File: src/rtl/gfx_clk_ctrl_pkg.sv
package gfx_clk_ctrl_pkg;
  localparam int IsoBit    = 19;
  localparam int VIdleBit  = 18;
  localparam int Idle2dBit = 17;
  localparam int Idle3dBit = 16;
  localparam int SrstBit   = 12;
  localparam int RsvdOne   = 11;
  localparam int RamGBit   = 10;
  localparam int ScEnBit   = 9;
  localparam int ScLsb     = 2;
  localparam int ClkDisBit = 1;

  typedef struct packed {
    logic loadCfg;
    logic isoSet;
    logic isoClr;
    logic rstSet;
    logic rstClr;
  } ctrlStrb_t;
endpackage

File: src/rtl/gfx_clk_ctrl_seq.sv
module gfx_clk_ctrl_seq
  import gfx_clk_ctrl_pkg::*;
#(
  parameter int ADDR_W   = 4,
  parameter int REG_ADDR = 0,
  parameter int LOCK_CYC = 128
) (
  input  logic              clk,
  input  logic              rstN,
  input  logic              busSel,
  input  logic              busWe,
  input  logic [ADDR_W-1:0] busAddr,
  input  logic              wIso,
  input  logic              wSrst,
  input  logic              allIdle,
  input  logic              srstQ,
  output ctrlStrb_t         strb,
  output logic              lockout,
  output logic              rdEn
);
  localparam int CntW = $clog2(LOCK_CYC + 1);
  localparam logic [CntW-1:0] CntLoad = CntW'(LOCK_CYC);

  logic [CntW-1:0] lockCnt;
  logic            isoPend, rstPend;
  logic            regHit, wrHit;

  assign regHit  = (busAddr == ADDR_W'(REG_ADDR));
  assign lockout = (lockCnt != '0);
  assign wrHit   = busSel & busWe & regHit & ~lockout;
  assign rdEn    = busSel & ~busWe & regHit & ~lockout;

  always_comb begin
    strb.loadCfg = wrHit;
    strb.isoClr  = wrHit & ~wIso;
    strb.isoSet  = allIdle & ((wrHit & wIso) | (isoPend & ~strb.isoClr));
    strb.rstClr  = wrHit & ~wSrst;
    strb.rstSet  = allIdle & ((wrHit & wSrst) | (rstPend & ~strb.rstClr));
  end

  always_ff @(posedge clk or negedge rstN) begin
    if (!rstN) begin
      isoPend <= 1'b0;
      rstPend <= 1'b0;
      lockCnt <= '0;
    end else begin
      if (strb.isoClr || allIdle)  isoPend <= 1'b0;
      else if (wrHit && wIso)      isoPend <= 1'b1;
      if (strb.rstClr || allIdle)  rstPend <= 1'b0;
      else if (wrHit && wSrst)     rstPend <= 1'b1;
      if (strb.rstClr && srstQ)    lockCnt <= CntLoad;
      else if (lockout)            lockCnt <= lockCnt - 1'b1;
    end
  end

  // releasing soft reset opens the lockout window
  a_r7_lock_start: assert property (@(posedge clk) disable iff (!rstN)
    $fell(srstQ) |-> lockout);
  // the window counter stays in range
  a_r7_cnt_range: assert property (@(posedge clk) disable iff (!rstN)
    lockCnt <= CntLoad);
  // a held isolate request retires once the engines are idle
  a_r5_pend_retire: assert property (@(posedge clk) disable iff (!rstN)
    (isoPend && allIdle) |=> !isoPend);
  // same for the soft reset request
  a_r6_pend_retire: assert property (@(posedge clk) disable iff (!rstN)
    (rstPend && allIdle) |=> !rstPend);
endmodule

File: src/rtl/gfx_clk_ctrl_regs.sv
module gfx_clk_ctrl_regs
  import gfx_clk_ctrl_pkg::*;
#(
  parameter int SCALE_W = 7
) (
  input  logic               clk,
  input  logic               rstN,
  input  ctrlStrb_t          strb,
  input  logic [31:0]        wdata,
  input  logic               idleVec,
  input  logic               idle2d,
  input  logic               rdEn,
  output logic [31:0]        rdata,
  output logic               isoQ,
  output logic               srstQ,
  output logic               ramGateDis,
  output logic               scaleEn,
  output logic [SCALE_W-1:0] scaleVal,
  output logic               coreClkDis
);
  localparam logic [SCALE_W-1:0] ScaleRst = SCALE_W'(1) << (SCALE_W - 1);

  always_ff @(posedge clk or negedge rstN) begin
    if (!rstN) begin
      isoQ       <= 1'b0;
      srstQ      <= 1'b0;
      ramGateDis <= 1'b0;
      scaleEn    <= 1'b0;
      scaleVal   <= ScaleRst;
      coreClkDis <= 1'b0;
    end else begin
      if (strb.isoClr)      isoQ <= 1'b0;
      else if (strb.isoSet) isoQ <= 1'b1;
      if (strb.rstClr)      srstQ <= 1'b0;
      else if (strb.rstSet) srstQ <= 1'b1;
      if (strb.loadCfg) begin
        ramGateDis <= wdata[RamGBit];
        scaleEn    <= wdata[ScEnBit];
        scaleVal   <= wdata[ScLsb +: SCALE_W];
        coreClkDis <= wdata[ClkDisBit];
      end
    end
  end

  always_comb begin
    rdata = '0;
    if (rdEn) begin
      rdata[IsoBit]              = isoQ;
      rdata[VIdleBit]            = idleVec;
      rdata[Idle2dBit]           = idle2d;
      rdata[Idle3dBit]           = 1'b1;
      rdata[SrstBit]             = srstQ;
      rdata[RsvdOne]             = 1'b1;
      rdata[RamGBit]             = ramGateDis;
      rdata[ScEnBit]             = scaleEn;
      rdata[ScLsb +: SCALE_W]    = scaleVal;
      rdata[ClkDisBit]           = coreClkDis;
    end
  end

  // isolate only rises after a cycle where all engines were idle
  a_r5_iso_idle: assert property (@(posedge clk) disable iff (!rstN)
    $rose(isoQ) |-> $past(idleVec && idle2d));
  // soft reset only rises after a cycle where all engines were idle
  a_r6_srst_idle: assert property (@(posedge clk) disable iff (!rstN)
    $rose(srstQ) |-> $past(idleVec && idle2d));
  // configuration fields move only on an accepted write
  a_r2_cfg_hold: assert property (@(posedge clk) disable iff (!rstN)
    !$past(strb.loadCfg) |-> $stable({ramGateDis, scaleEn, scaleVal, coreClkDis}));
  // fixed bits on every read
  a_r3_fixed_bits: assert property (@(posedge clk) disable iff (!rstN)
    rdEn |-> (rdata[Idle3dBit] && rdata[RsvdOne] && rdata[31:20] == '0 && rdata[0] == 1'b0));
endmodule

File: src/rtl/gfx_clk_ctrl.sv
module gfx_clk_ctrl
  import gfx_clk_ctrl_pkg::*;
#(
  parameter int ADDR_W   = 4,
  parameter int REG_ADDR = 0,
  parameter int LOCK_CYC = 128,
  parameter int SCALE_W  = 7
) (
  input  logic               clk,
  input  logic               rstN,
  input  logic               busSel,
  input  logic               busWe,
  input  logic [ADDR_W-1:0]  busAddr,
  input  logic [31:0]        busWdata,
  output logic [31:0]        busRdata,
  output logic               busErr,
  input  logic               idleVec,
  input  logic               idle2d,
  output logic               softRst,
  output logic               isolate,
  output logic               ramGateDis,
  output logic               scaleEn,
  output logic [SCALE_W-1:0] scaleVal,
  output logic               coreClkDis
);
  ctrlStrb_t strb;
  logic      lockout, rdEn, srstQ, isoQ;

  gfx_clk_ctrl_seq #(.ADDR_W(ADDR_W), .REG_ADDR(REG_ADDR), .LOCK_CYC(LOCK_CYC)) uSeq (
    .clk, .rstN, .busSel, .busWe, .busAddr,
    .wIso(busWdata[IsoBit]), .wSrst(busWdata[SrstBit]),
    .allIdle(idleVec & idle2d), .srstQ,
    .strb, .lockout, .rdEn
  );

  gfx_clk_ctrl_regs #(.SCALE_W(SCALE_W)) uRegs (
    .clk, .rstN, .strb, .wdata(busWdata), .idleVec, .idle2d, .rdEn,
    .rdata(busRdata), .isoQ, .srstQ,
    .ramGateDis, .scaleEn, .scaleVal, .coreClkDis
  );

  assign busErr  = busSel & lockout;
  assign softRst = srstQ;
  assign isolate = isoQ;
endmodule

File: config.mk
export PLATFORM = sky130hd
export DESIGN_NAME = gfx_clk_ctrl
export DESIGN_NICKNAME = d
export VERILOG_FILES = /design/src/rtl/gfx_clk_ctrl_pkg.sv /design/src/rtl/gfx_clk_ctrl_seq.sv /design/src/rtl/gfx_clk_ctrl_regs.sv /design/src/rtl/gfx_clk_ctrl.sv
export SDC_FILE = /design/constraint.sdc
export NUM_CORES = 1
export LEC_CHECK = 0
export BUFFER_PORTS_ARGS = -buffer_cell sky130_fd_sc_hd__buf_4
export CORE_UTILIZATION = 41
export DETAILED_ROUTE_END_ITERATION = 10
export PLACE_DENSITY = 0.84
export SKIP_CTS_REPAIR_TIMING = 1
export SLEW_MARGIN = 20
export SYNTH_ARGS = -nofsm -noshare
export SYNTH_HDL_FRONTEND = slang
export SYNTH_SLANG_ARGS = --single-unit
File: constraint.sdc
create_clock -name clk -period 2.5 [get_ports clk]
set_input_delay 0.25 -clock clk [delete_from_list [all_inputs] [get_ports clk]]
set_output_delay 0.25 -clock clk [all_outputs]
set_load 0.1 [all_outputs]
==> results of run 1 <==
## layout make-up
type | count | area share
Inverter | 2 | 0.00401
Sequential cell | 22 | 0.295
Clock buffer | 3 | 0.0120
Multi-Input combinational cell | 94 | 0.363
Timing Repair Buffer | 54 | 0.281
Clock inverter | 1 | 0.0160
Tap cell | 44 | 0.0294
## layout by cell type, fill, tap and decap left out, types with 3 or more instances in the layout
master | netlist | layout
buf_4 | 18 | 39
mux2_2 | 7 | 7
mux2_1 | 5 | 5
nor3b_1 | 4 | 4
nor3_1 | 5 | 5
buf_6 | 2 | 6
nand2_1 | 7 | 7
and2_2 | 0 | 9
nor2_1 | 7 | 7
a21oi_1 | 4 | 4
buf_12 | 0 | 7
clkbuf_4 | 0 | 3
dfrtp_1 | 21 | 20
and2_1 | 16 | 4
conb_1 | 1 | 16
and2_4 | 0 | 3
## sequential cells by signal (all words and copies together) (netlist names)
name,flops
uRegs.coreClkDis,1
uSeq.lockCnt,8
uRegs.isoQ,1
uSeq.isoPend,1
uRegs.srstQ,1
uSeq.rstPend,1
uRegs.scaleEn,1
uRegs.ramGateDis,1
uRegs.scaleVal,7
## stage by stage
stage	TNS, ns	power, uW
floorplan	0	497
global placement	0	512
detailed placement	0	513
CTS	-2.58	789
global route	-0.0406	807
finish	0	784
## logic make-up after synthesis
family                     count (synthesis)  synth area share
AOI/OAI and AO/OA                         10            0.0464
muxes                                     14             0.120
other                                      1           0.00290
and+or+nand+nor                           51             0.261
adders and majority gates                  1           0.00966
DFF                                       22             0.426
buffers and inverters                     22             0.128
xor gates and xnor gates                   1           0.00676
## worst reg2reg max path, stage by stage, from the launching register on
cell and delay (ns):
dfrtp_1 0.42, inv_2 0.09, ha_4 0.16, nor3b_2 0.32, nand4_4 0.35, nor3b_1 0.47
nor2_1 0.10
## final timing paths
kind	end	slack, ns	depth (start not counted)
max in group asynchronous	uRegs.scaleVal[6]	1.89	2
min in group asynchronous	uSeq.lockCnt[2]	0.34	2
setup reg to reg	uSeq.lockCnt[0]	0.48	6
hold / removal	uSeq.isoPend	0.13	2
hold reg to reg	uRegs.scaleVal[2]	0.53	1
setup / recovery	busRdata[7]	0.04	5
## power breakdown
part	switching (uW)	total (uW)	internal, uW
logic	128	153	25.1
registers	0	356	356
clock network	113	275	162
total	241	784	543
## metal layers
layer / global-route usage / vias up
li1: - / 492
met1: 0.171 / 515
met2: 0.299 / 58
met3: 0.0290 / 4
met4: 0.0680 / 0
met5: 0 / -
==> results by group, run 1 <==
Outcome
  – Status: finished clean

Setup path
  – Crit path buffers/inverters: 1
  – CP required: 2.25 ns
  – CP Capture Type: primary output
  – WS Path Type: flip-flop to primary output
  – R2R Path Start: uSeq.lockCnt[0]
  – Crit path max-delay family: simple AND/OR/NAND/NOR gates
  – Crit Path Max Fanout: 8
  – Largest stage delay, worst path: 0.58 ns
  – Worst Path Arrival: 2.21 ns
  – Worst Setup SP: uSeq.lockCnt[4]
  – CP startpoint kind: flip-flop
  – Crit path max-delay cell type: or4_4
  – CP Cell Sequence: or4_4, nor2_4, and3_4, and2_2, buf_8

Clocking
  – TritonCTS clock tree: yes
  – CTS root buf: clkbuf_4
  – H-tree depth: 1
  – Clock slew at reported path FFs: ~0.13 ns
  – Clk sinks: 22
  – Clock Latency Late Sink: 0.31 ns
  – Inserted Clock Buffers: 3
  – Max Root-Sink Buffers: 2

Floorplan
  – Ports: 87
  – Initial core utilization: 0.428
  – Die width: 58.2 um
  – Core area: 0.00303 mm2
  – Die area: 0.00339 mm2
  – # rows: 20
  – Overall die height: 58.2 um

Routing
  – Highest metal used: met4
  – Wirelength per Cell: 13.8 um
  – Via density: 4.86
  – Routed length on met3: 256 um
  – Routed WL: slightly above 3 mm
  – Drt pass-1 iters: 4
  – WL met1: around 1.2 mm
  – Met2 WL: 1.59 mm
  – Drt drc: 0
  – Vias post-DR: 1,069
  – Number of antenna-violating nets in the routed design: 0
  – Iter 0 DRT Violations: 38

Final layout
  – Final core utilization: 0.619
  – Register area: 553 um2
  – Layout Cells excl Fill: between 200 and 250
  – Layout cells sized above 1: 0.500
  – Multi-input logic area: 679 um2
  – Diodes inserted: 0
  – Fillers: 256
  – Final nets: 220
  – Area Growth Syn to Fin: 44.6%
  – Final Instance Area: between 0.0015 and 0.002 mm2

Synth
  – Area contributors post-synth: dfrtp_1 (41%), buf_4 (10%), and2_1 (7.7%)
  – Cell with the most instances after synthesis: dfrtp_1
  – Area share of the largest cell type after synthesis: 0.406
  – Unique cell type count in the Yosys netlist: 33
  – Synth Register Bits: 22
  – Seq/Total Area, Yosys: 0.426
  – Syn_area_per_cell: 10.6 um2
  – Post-synth EDFFs: 0
  – Dominant cell type by area after synthesis: dfrtp_1
  – Mapped Cells: about 120
  – Post-synth ARST share: 1.00
  – Post-Syn Area: 0.00129 mm2
  – Yosys warning total: 0
  – Ys flop type: dfrtp_1
  – Synth top cells by count: dfrtp_1 (21), buf_4 (18), and2_1 (16)

Timing
  – # setup viols final: 0
  – Hold Vio Cnt, Final: 0
  – Slew HR: 0.504
  – Fin Hold WS: 0.128 ns
  – Tmin final: 2.46 ns
  – Final period util: 0.984
  – Fmax: 407 MHz
  – Least-Margin Pin Slew: 0.742 ns
  – Slew Viols, Final: 0
  – Setup ws final: 0.0401 ns
  – Final Skew: 0.00402 ns

Global routing
  – GRT Util Overall: 0.158
  – First-pass GRT wire length: between 4 and 5 mm
  – Aggregate global routing overflow: 0
  – Number of global-route vias before repair: approximately 940
  – Largest net degree at the start of global routing: 23
  – Initial antenna violation count: 0

Min path
  – Hold Crit Class: input port to flip-flop
  – HP Start: idleVec

Placement
  – PortBufs: 50
  – Placed cell count: between 200 and 250
  – Hpwl dp: 2.06 mm
  – Placed Area: 0.00164 mm2
  – GPL Wtd Cong: 0.707
  – DP Worst Slack: 0.185 ns

Power
  – Pwr dens: 418 mW/mm2
  – LEAKAGE: 0.000939 uW
  – Peak VDD IR: 0.208 mV

Flow run
  – Max-Cap Viols: 0
Note: power is estimated with default switching activity, not from simulation.
==> run 2, diff against run 1 <==
- PLACE_DENSITY: 0.84 -> 0.85
==> run 2 against run 1 <==
  * Sequential share of layout area is essentially flat
  * Design area is essentially flat
  * Critical path depth unchanged
  * Maximum frequency is 0.45% higher
  * Non-clock buffer count fell by 1
  * Sequential power about the same
  * Global-route usage decreased by 0.49 points
  * Critical endpoint is now busRdata[17]
  * Largest power group unchanged
==> results by group, run 2 (same netlist as run 1, synthesis figures left out) <==
Final layout
  – Register area: 552 um2 (-0.23%)
  – Final core utilization: 0.618 (about the same)
  – Largest register FFs: 8 (unchanged)
  – Final nets: 219 (-0.45%)
  – Highest-count cells in the layout ignoring fill and taps: buf_4 (38), dfrtp_1 (21), conb_1 (16)
  – Top reg by flops: uSeq.lockCnt
  – Fillers: 253 (-1.2%)
  – Area Growth Syn to Fin: 44.5% (about the same)
  – Layout Cells excl Fill: 219 (-0.45%)
  – Biggest regs: uSeq.lockCnt (8), uRegs.scaleVal (7)
  – Layout cells sized above 1: 0.463 (-0.0371)
  – Most common cell after layout, fill and taps aside: buf_4
  – Diodes inserted: 0 (unchanged)
  – Multi-input logic area: 659 um2 (-2.9%)

Setup path
  – CP Cell Sequence: or4_4, nor2_4, and3_4, and2_2, buf_8
  – WS Path Type: flip-flop to primary output
  – CP Capture Type: primary output
  – CP required: 2.25 ns (about the same)
  – Crit Path Max Fanout: 8 (unchanged)
  – CP startpoint kind: flip-flop
  – Worst Path Arrival: 2.20 ns (about the same)
  – Crit path max-delay cell type: or4_4
  – Largest stage delay, worst path: 0.60 ns (+0.02 ns)

Routing
  – Iter 0 DRT Violations: 20 (-47%)
  – Routed WL: 2.83 mm (-6.9%)
  – Wirelength per Cell: 12.9 um (-6.5%)
  – Number of antenna-violating nets in the routed design: 0 (unchanged)
  – Drt drc: 0 (unchanged)
  – Drt pass-1 iters: 4 (unchanged)
  – Via density: 4.74 (-2.5%)
  – Vias post-DR: 1,038 (-2.9%)

Placement
  – Placed cell count: 212 (+0.47%)
  – PortBufs: 50 (unchanged)
  – Hpwl dp: 1.84 mm (-11%)
  – GPL Wtd Cong: 0.759 (+7.4%)
  – DP Worst Slack: 0.302 ns (+0.117 ns)

Timing
  – # setup viols final: 0 (unchanged)
  – Slew Viols, Final: 0 (unchanged)
  – Final period util: 0.980 (-0.00443)
  – Fin Hold WS: 0.119 ns (-0.00839 ns)
  – Tmin final: 2.45 ns (-0.0111 ns)
  – Hold Vio Cnt, Final: 0 (unchanged)
  – Slew HR: 0.494 (-0.00996)
  – Setup ws final: 0.0512 ns (+0.0111 ns)
  – RSZ-0062 raised after global routing: yes
  – Fmax: 408 MHz (+0.45%)
  – Final Skew: 0.0108 ns (+0.00680 ns)
  – Least-Margin Pin Slew: 0.757 ns (+0.0149 ns)

Clocking
  – H-tree depth: 1 (unchanged)
  – Clock Latency Late Sink: 0.32 ns (about the same)
  – CTS root buf: clkbuf_4
  – Inserted Clock Buffers: 3 (unchanged)
  – Clk sinks: 22 (unchanged)
  – Max Root-Sink Buffers: 2 (unchanged)
  – TritonCTS clock tree: yes
  – Clock slew at reported path FFs: 0.13 ns (about the same)

Power
  – Pwr dens: 420 mW/mm2 (+0.27%)
  – LEAKAGE: 0.000938 uW (about the same)
  – Peak VDD IR: 0.247 mV (+19%)
  – Final Total Pwr: 785 uW (+0.20%)

Global routing
  – Initial antenna violation count: 0 (unchanged)
  – Largest net degree at the start of global routing: 23 (unchanged)
  – Aggregate global routing overflow: 0 (unchanged)
  – First-pass GRT wire length: 3.95 mm (-2.9%)
  – Number of global-route vias before repair: 931 (-1.3%)
  – GRT Util Overall: 0.154 (-0.00490)

Floorplan
  – Die area: 0.00339 mm2 (unchanged)
  – Overall die height: 58.2 um (unchanged)
  – Ports: 87 (unchanged)
  – # rows: 20 (unchanged)
  – Initial core utilization: 0.428 (unchanged)
  – Core area: 0.00303 mm2 (unchanged)
  – Die width: 58.2 um (unchanged)

Outcome
  – Status: finished clean

Min path
  – Hold Crit Class: input port to flip-flop

Flow run
  – Max-Cap Viols: 0 (unchanged)
run 2: cell types whose count changed in the layout (fill, tap and decap cells not counted), sizes merged:
cell / change
buf: -1
run 2: layout make-up:
cell class                      instances  share of cell area
Multi-Input combinational cell         94               0.352
Clock inverter                          1              0.0160
Clock buffer                            3              0.0120
Tap cell                               44              0.0294
Inverter                                2             0.00401
Timing Repair Buffer                   53               0.291
Sequential cell                        22               0.295
run 2: power breakdown:
part	internal [uW]	leakage (uW)	total (uW)	switching, uW
Clock	162	0.0000279	276	114
Combinational	25.1	0.000621	153	128
Sequential	356	0.000289	356	0
Total	543	0.000938	785	242
run 2: layer usage:
layer / routed length [um] / global-route usage
met3: 166 / 0.0223
met2: 1380 / 0.266
met5: 0 / 0
met1: 1210 / 0.182
met4: 67 / 0.0850
run 2: worst paths after layout:
| check | end | from | slack (ns) | cells after the start |
|---|---|---|---|---|
| hold / removal | uSeq.isoPend | idleVec | 0.12 | 2 |
| max in group asynchronous | uRegs.scaleVal[6] | rstN | 1.89 | 2 |
| setup / recovery | busRdata[17] | uSeq.lockCnt[5] | 0.05 | 5 |
| setup reg to reg | uSeq.lockCnt[0] | uSeq.lockCnt[0] | 0.40 | 7 |
| min in group asynchronous | uSeq.lockCnt[6] | rstN | 0.33 | 2 |
| hold reg to reg | uRegs.scaleVal[0] | uRegs.scaleVal[0] | 0.53 | 1 |
run 2: critical path: cells and delay by family, from the launching register on:
kind	cells	cell delay, ns
flip-flops	1	0.48
AND/OR/NAND/NOR	4	1.20
buffers and inverters	1	0.20
run 2: per-stage QoR:
| step | setup TNS (ns) | cell area, um2 |
|---|---|---|
| after floorplan | 0 | 1360 |
| after global placement | 0 | 1640 |
| after detailed placement | 0 | 1640 |
| after CTS | -0.737 | 1700 |
| after global routing | -0.0951 | 1870 |
| final | 0 | 1870 |
==> run 3, diff against run 2 <==
- CORE_ASPECT_RATIO: unset -> 1.75
==> run 3 against run 2 <==
  * First-iteration DRC count is 15% lower
  * Register-to-register slack better by 0.24 ns
  * Utilization is 0.62 points lower
  * Clock skew is 0.0096 ns lower
  * Power is 3.7% lower
  * Critical path type unchanged
==> results by group, run 3 (same netlist as run 1, synthesis figures left out) <==
Global routing
  – Aggregate global routing overflow: 0 (unchanged)
  – Initial antenna violation count: 0 (unchanged)
  – Number of global-route vias before repair: 1,008 (+8.3%)
  – GRT Util Overall: 0.161 (+0.00723)
  – Largest net degree at the start of global routing: 23 (unchanged)
  – First-pass GRT wire length: 4.15 mm (+5.2%)

Final layout
  – Largest register FFs: 8 (unchanged)
  – Register area: 552 um2 (unchanged)
  – Highest-count cells in the layout ignoring fill and taps: buf_4 (37), dfrtp_1 (21), conb_1 (16)
  – Layout cells sized above 1: 0.471 (+0.00841)
  – Most common cell after layout, fill and taps aside: buf_4
  – Final nets: 218 (-0.46%)
  – Multi-input logic area: 672 um2 (+1.9%)
  – Final core utilization: 0.612 (-0.00618)
  – Fillers: 221 (-13%)
  – Area Growth Syn to Fin: 39.9%
  – Top reg by flops: uSeq.lockCnt
  – Biggest regs: uSeq.lockCnt (8), uRegs.scaleVal (7)
  – Diodes inserted: 0 (unchanged)

Timing
  – Slew HR: 0.551 (+0.0567)
  – Final Skew: 0.00118 ns (-0.00963 ns)
  – Tmin final: 2.42 ns (-0.0284 ns)
  – # setup viols final: 0 (unchanged)
  – Least-Margin Pin Slew: 0.672 ns (-0.0848 ns)
  – Hold Vio Cnt, Final: 0 (unchanged)
  – Final period util: 0.968 (-0.0114)
  – Fin Hold WS: 0.196 ns (+0.0768 ns)
  – Slew Viols, Final: 0 (unchanged)
  – RSZ-0062 raised after global routing: no
  – Fmax: 413 MHz (+1.2%)

Power
  – Peak VDD IR: 0.253 mV (+2.3%)
  – LEAKAGE: 0.000919 uW (-2.1%)
  – Pwr dens: 417 mW/mm2 (-0.55%)

Floorplan
  – # rows: 26 (+30%)
  – Initial core utilization: 0.437 (+0.00976)
  – Core area: 0.00296 mm2 (-2.2%)
  – Ports: 87 (unchanged)
  – Overall die height: 76.3 um (+31%)
  – Die width: 44.5 um (-24%)
  – Die area: 0.00340 mm2 (+0.26%)

Min path
  – Hold Crit Class: input port to flip-flop

Routing
  – Routed WL: 3.01 mm (+6.3%)
  – Number of antenna-violating nets in the routed design: 0 (unchanged)
  – Wirelength per Cell: 13.9 um (+7.7%)
  – Iter 0 DRT Violations: 17 (-15%)
  – Drt pass-1 iters: 4 (unchanged)
  – Vias post-DR: 1,038 (unchanged)
  – Drt drc: 0 (unchanged)
  – Via density: 4.81 (+1.4%)

Setup path
  – CP startpoint kind: flip-flop
  – CP required: 2.25 ns (about the same)
  – Crit Path Max Fanout: 8 (unchanged)
  – Worst Path Arrival: 2.17 ns (-0.03 ns)
  – WS Path Type: flip-flop to primary output
  – CP Capture Type: primary output

Clocking
  – Inserted Clock Buffers: 3 (unchanged)
  – Clock slew at reported path FFs: 0.07 ns (-0.06 ns)
  – CTS root buf: clkbuf_8
  – Clk sinks: 22 (unchanged)
  – H-tree depth: 1 (unchanged)
  – Clock Latency Late Sink: 0.26 ns (-0.06 ns)
  – TritonCTS clock tree: yes
  – Max Root-Sink Buffers: 2 (unchanged)

Placement
  – PortBufs: 50 (unchanged)
  – GPL Wtd Cong: 0.807 (+6.3%)
  – Hpwl dp: 2.20 mm (+20%)

Flow run
  – Max-Cap Viols: 0 (unchanged)

Outcome
  – Status: finished clean
run 3: where the power goes:
part | switching [uW] | internal [uW] | total (uW)
Sequential | 0 | 356 | 356
Combinational | 128 | 25.1 | 153
Clock | 107 | 140 | 247
Total | 235 | 521 | 756
run 3: worst paths after layout:
kind                                    from           endpoint  slack, ns  cells past startpoint
max                          uSeq.lockCnt[0]        busRdata[9]       0.08                      7
max in group asynchronous               rstN  uRegs.scaleVal[6]       1.79                      2
min in group asynchronous               rstN        uRegs.srstQ       0.44                      2
max reg2reg                  uSeq.lockCnt[0]  uRegs.scaleVal[0]       0.64                      6
min                                  idleVec       uSeq.isoPend       0.20                      2
min reg2reg                uRegs.scaleVal[3]  uRegs.scaleVal[3]       0.52                      1
run 3: worst max-delay path, cell delays in order (launching register included):
cell     delay [ns]
dfrtp_1        0.41
inv_2          0.10
ha_4           0.17
or3b_4         0.42
nor2_4         0.16
and3_4         0.25
and2_2         0.17
buf_6          0.22
run 3: layer usage:
layer  global-route usage  wire, um  up-vias
met2                0.318      1770       47
met4               0.0788        51        0
met1                0.132      1010      494
met5                    0         0        -
li1                     -         -      489
met3               0.0379       173        8
run 3: metrics by stage:
stage               TNS (ns)  total power (uW)  instances  worst slack [ns]  instance area, um2
floorplan                  0               497        137            0.0755                1360
global placement           0               512        210             0.263                1640
detailed placement         0               513        210             0.183                1640
CTS                    -1.61               766        214            -0.127                1700
global route               0               786        216            0.0125                1810
finish                     0               756        216            0.0796                1810
run 3: area by class of cell:
cell class,instances,area share
tap,42,0.0290
sequential,22,0.305
clock buffer,4,0.0304
timing repair buffer,52,0.261
multi-input combinational,94,0.371
inverter,2,0.00414
